[src/rtl/bitfield_extract.sv]
module bitfield_extract #(
  parameter int WORD_W  = 32,
  parameter int LOC_LSB = 8
) (
  input  logic              clk,
  input  logic              rst_n,
  input  logic              issue_i,
  input  logic [WORD_W-1:0] word_i,
  input  logic [WORD_W-1:0] desc_i,
  output logic [WORD_W-1:0] result_o,
  output logic              valid_o,
  output logic              ovf_o
);
  localparam int LOC_W  = $clog2(WORD_W);
  localparam int SIZE_W = LOC_W + 1;
  localparam logic [SIZE_W-1:0] FULL = SIZE_W'(WORD_W);

  logic [LOC_W-1:0]  loc;
  logic [SIZE_W-1:0] size_raw, size_eff, avail, take, rshift;
  logic [WORD_W-1:0] shifted, field;
  logic              over;

  assign loc      = desc_i[LOC_LSB +: LOC_W];
  assign size_raw = desc_i[SIZE_W-1:0];
  assign size_eff = (size_raw > FULL) ? FULL : size_raw;
  assign avail    = FULL - {1'b0, loc};
  assign over     = size_eff > avail;
  assign take     = over ? avail : size_eff;
  assign rshift   = FULL - take;
  assign shifted  = word_i << loc;
  assign field    = (take == '0) ? '0 : (shifted >> rshift);

  always_ff @(posedge clk or negedge rst_n) begin
    if (!rst_n) begin
      result_o <= '0;
      ovf_o    <= 1'b0;
      valid_o  <= 1'b0;
    end else begin
      valid_o <= issue_i;
      if (issue_i) begin
        result_o <= field;
        ovf_o    <= over;
      end
    end
  end
endmodule

[config.mk]
export PLATFORM = sky130hd
export DESIGN_NAME = bitfield_extract
export DESIGN_NICKNAME = d
export VERILOG_FILES = /design/src/rtl/bitfield_extract.sv
export SDC_FILE = /design/constraint.sdc
export NUM_CORES = 1
export LEC_CHECK = 0
export BUFFER_PORTS_ARGS = -buffer_cell sky130_fd_sc_hd__buf_2
export CORE_MARGIN = 2
export CORE_UTILIZATION = 46
export DETAILED_ROUTE_END_ITERATION = 8
export PLACE_DENSITY = 0.78
export SLEW_MARGIN = 20
export SYNTH_ARGS = -nofsm -noshare
export SYNTH_HDL_FRONTEND = slang
export SYNTH_SLANG_ARGS = --single-unit
[constraint.sdc]
create_clock -name clk -period 1.3 [get_ports clk]
set_input_delay 0 -clock clk [delete_from_list [all_inputs] [get_ports clk]]
set_output_delay 0 -clock clk [all_outputs]
set_load 0.02 [all_outputs]
# --- After elaboration in Yosys (flattened, before gate mapping) ---
# Index checks and enable logic that the tools add are counted.
word_totals:
  reg_bits: 34
  in_bits: 67
op_classes:
  addsub: 2
  order_cmp: 2
  n_shift: 2
  mux: 3
  reduce_logical: 1
ops:
  columns: ["op", "n"]
  rows:
  - ["$mux 32", 1]
  - ["$shl 32x5->32", 1]
  - ["$shr 32x6->32", 1]
  - ["$mux 6", 2]
  - ["$gt 6x6->1", 1]
  - ["$gt 6x6->1 const B", 1]
  - ["$logic_not 6->1", 1]
  - ["$sub 6x5->6 const A", 1]
  - ["$sub 6x6->6 const A", 1]

# --- Depth between registers and ports, before layout ---
logic_depth:
  ltp_word: 7
  mapped_depth: 29
  ltp_nobuf: 19

# --- Worst setup path after synthesis ---
# No wires, ideal clock.
synth_path:
  path_kind: "input to register"
  start: "input desc_i[9]"
  end: "register result_o[0]"
  arrival_ps: 5177
  required_ps: 1180
  setup_slack_ps: -3997
  stages: 26
  path_buffers: 8
  path_cell_list: "buf_6 > buf_4 > buf_4 > buf_2 > inv_1 > ha_1 > nor3b_1 > xor2_1 > ha_1 > nand4_1 > nor2_1 > nor3_1 > nor3_4 > inv_2 > buf_4 > buf_4 > ha_1 > nor2_1 > o21ai_0 > and2_1 > buf_2 > buf_2 > mux2i_1 > mux2i_1 > a221o_1 > a31o_1"
synth_between:
  elab_chain_cells: 6
  word_cells_on_any_way: 8
  cone_classes: "add/sub (2); order compare (1); shift (2); mux (2); reduce/logical (1)"
synth_rtl:
  columns: ["item", "line_no", "source"]
  rows:
  - ["start, declared", "9", "input logic [WORD_W-1:0] desc_i,"]
  - ["$sub 6x5->6", "26", "assign avail = FULL - {1'b0, loc};"]
  - ["$gt 6x6->1", "27", "assign over = size_eff > avail;"]
  - ["$mux 6", "28", "assign take = over ? avail : size_eff;"]
  - ["$sub 6x6->6", "29", "assign rshift = FULL - take;"]
  - ["$shr 32x6->32", "31", "assign field = (take == '0) ? '0 : (shifted >> rshift);"]
  - ["$mux 32 (*)", "31", null]
  - ["end signal, assigned", "41", "result_o <= field;"]
  - ["end, declared", "10", "output logic [WORD_W-1:0] result_o,"]
# Mark *: on every way between the ends. The rest lies on a longest branch, timed or not.
# A chain may end at the register's enable or synchronous reset.

# --- Worst setup path after layout ---
layout_path:
  start: "input desc_i[8]"
  end: "register result_o[3]"
# Same word-level chain as after synthesis.

==> run summary <==
Hold EP -> valid_o$_DFF_PN0_
sw power -> 0.00385 W
Util after Layout -> 73.6%
CTS sink cnt -> 34
drt total wl -> 22300 um
die height -> 111 um
clk_lat worst skew -> 0.28 ns
violated checks -> DRC, setup timing
TritonCTS Buffers -> 5
Sw Ratio -> 43.2%
Crit. End Element -> register
CTS tree -> built
vias in the first global route -> 6484
final hold vios -> 0
pin count of the biggest net entering global routing -> 50
n_diodes -> 0
fin crit period -> 3.64 ns
WHS Path Cells -> 2
clock root cell -> clkbuf_16
antenna viol nets, final -> 0
RSZ-0062 raised after global routing -> true
Reg clk slew, reported paths -> 0.05 ns
Post-route DRC -> 1
data arrival time of the critical path -> 3.79 ns
CTS max path bufs -> 2
commonest non-fill, non-tap cell in the layout -> buf_4
Max Cap Viol -> 0
worst slew pin tran -> 0.718 ns
syn nets -> 675
Fill cells -> 747
DP Wirelength -> 15800 um
ys flop type -> dfrtp_1
Sequential Power Share -> 15.8%
most frequent cells in the layout -> buf_4 (207), buf_2 (76), mux2i_1 (61)
total power -> 0.00892 W
Post-synth EDFFs -> 0
Post-Syn Area -> 0.00530 mm2
hold_sp -> issue_i
Max IR drop VDD -> 1.05 mV
via/cell ratio -> 6.50
syn_area_per_cell -> 8.83 um2
FMAX -> 0.274 GHz
reg-to-reg endpoint -> result_o[5]$_DFFE_PN0P_
static leakage -> 3.87 nW
crit path launch type -> input port
clk_skew -> 0 ns
fraction of layout cells with a size suffix above 1 -> 53.5%
final setup violation count -> 33
synth unique cells -> 72
crit-path max FO -> 7
routed len/inst -> 21.9 um
core area -> 0.0113 mm2
power share of the combinational group -> 70.6%
Worst R2R Start -> result_o[5]$_DFFE_PN0P_
synth warn -> 0
H-tree levels -> 2
internal power -> 0.00507 W
R2R setup slack -> 0.23 ns
GR Overflow Total -> 0
status -> complete, but fails checks
Syn-to-layout area delta -> 57.3%
first-pass GRT wire length -> 33300 um
row cnt -> 39
Seq/Total Area, Yosys -> 16.1%
# IOs -> 101
Worst R2R Path Depth -> 2
setup TNS -> -70.06 ns
initial antenna violation count -> 0
die extent in x -> 111 um
nets -> 949
I/O Buffers -> 79
part of the power in the clock network -> 13.7%
die area -> 0.0124 mm2
Detailed Route Iter0 Violations -> 871
pwr/cell area -> 1070 mW/mm2
overall routing resource usage -> 32.8%
fin crit share -> 280%
initial core utilization -> 46.8%
CP Class -> input port to register
DR vias -> 6619
PnR worst setup slack -> -2.34 ns
1st-pass router iterations -> 9
Critical Path RT -> 1.45 ns
Slew Viols, Final -> 0
post-synthesis instance total -> 600
Finished Layout Cells -> 1018
Yosys reg bits -> 34
placed insts -> 981
gpl congestion -> 0.965
HP Class -> input port to register
async set-reset flop share out of synthesis -> 100%
relative slew slack -> 52.1%
-- per-stage QoR --
stage | setup slack, ns | instance area (um2) | hold WS, ns
floorplan | -3.16 | 5450 | -0.296
global placement | -2.46 | 7280 | 0.0388
detailed placement | -2.68 | 7280 | 0.0516
CTS | -2.07 | 7890 | 0.0163
global route | -2.48 | 8330 | 0.0262
finish | -2.34 | 8330 | 0.0172
-- synthesized netlist by cell type (14+ instances only) --
master    number  area [um2]
nor2_1        42         158
mux2i_1       85         851
buf_2         18        90.1
clkbuf_1      21        78.8
a22oi_1       14         105
inv_1         20        75.1
nand2_1       50         188
dfrtp_1       34         851
a21oi_1       14        70.1
nand3_1       23         115
mux2_2        24         270
mux4_2        31         698
-- metal layers --
| metal | global-route usage, % | wire length [um] |
|---|---|---|
| met1 | 41.8 | 8610 |
| met5 | 0 | 0 |
| met2 | 57.4 | 10900 |
| met3 | 4.26 | 1880 |
| met4 | 11.1 | 871 |
-- power groups by stage --
| stage | logic (W) | registers, W | clock network [W] |
|---|---|---|---|
| floorplan | 0.00261 | 0.00168 | 0 |
| global placement | 0.00485 | 0.00140 | 0 |
| detailed placement | 0.00494 | 0.00142 | 0 |
| CTS | 0.00546 | 0.00140 | 0.00120 |
| global route | 0.00654 | 0.00143 | 0.00124 |
| finish | 0.00629 | 0.00141 | 0.00122 |
-- what timing repair did --
| item | in CTS | in global routing |
|---|---|---|
| hold endpoints to repair | 34 | 0 |
| pin swaps | 26 | 23 |
| gates cloned | 2 | 0 |
| hold buffers | 1 | 0 |
| resized for setup | 78 | 64 |
| setup endpoints to repair | 33 | 33 |
| buffers inserted | 13 | 14 |
-- logic make-up (layout without fill, tap and decap cells) --
group / Yosys count / count (layout) / share of synthesized area (%)
buffers and inverters: 71 / 345 / 6.17
muxes: 145 / 145 / 35.5
and+or+nand+nor: 184 / 185 / 17.3
adders and majority gates: 8 / 8 / 1.89
xor gates and xnor gates: 5 / 5 / 0.827
AOI/OAI and AO/OA: 153 / 153 / 22.2
DFF: 34 / 34 / 16.1
-- how the worst max path moves through the flow --
stage / slack [ns] / depth (start not counted) / start / to
2_1_floorplan: -3.16 / 27 / desc_i[9] / result_o[0]$_DFFE_PN0P_
3_3_place_gp: -2.46 / 18 / desc_i[9] / result_o[0]$_DFFE_PN0P_
3_5_place_dp: -2.68 / 19 / desc_i[9] / result_o[3]$_DFFE_PN0P_
4_1_cts: -2.07 / 19 / desc_i[9] / result_o[7]$_DFFE_PN0P_
5_1_grt: -2.48 / 20 / desc_i[8] / result_o[3]$_DFFE_PN0P_
6_report: -2.34 / 19 / desc_i[8] / result_o[3]$_DFFE_PN0P_
-- state kept, by name, indices dropped and copies added, names as in the netlist --
signal / flops
ovf_o: 1
valid_o: 1
result_o: 32
-- cell type report --
type                            count  area, um2  area share [%]
Timing Repair Buffer              314       2320            27.8
Sequential cell                    34        851            10.2
Clock inverter                      2       12.5           0.150
Multi-Input combinational cell    496       4730            56.8
Inverter                           23        104            1.25
Tap cell                          143        179            2.15
Clock buffer                        6        139            1.67
-- worst max-delay path, stage by stage --
cell and delay, ns:
buf_8 0.11, o31a_1 0.33, or2_4 0.26, ha_4 0.27, nand4_1 0.16, buf_4 0.19
nor2_4 0.16, a21o_1 0.17, mux2i_2 0.29, ha_4 0.24, nor2_4 0.06, o21ai_4 0.25
and2_4 0.32, buf_6 0.14, buf_6 0.09, mux2i_2 0.26, mux2i_2 0.18, a22oi_1 0.20
o211ai_1 0.11
(Power assumes the default switching activity.)
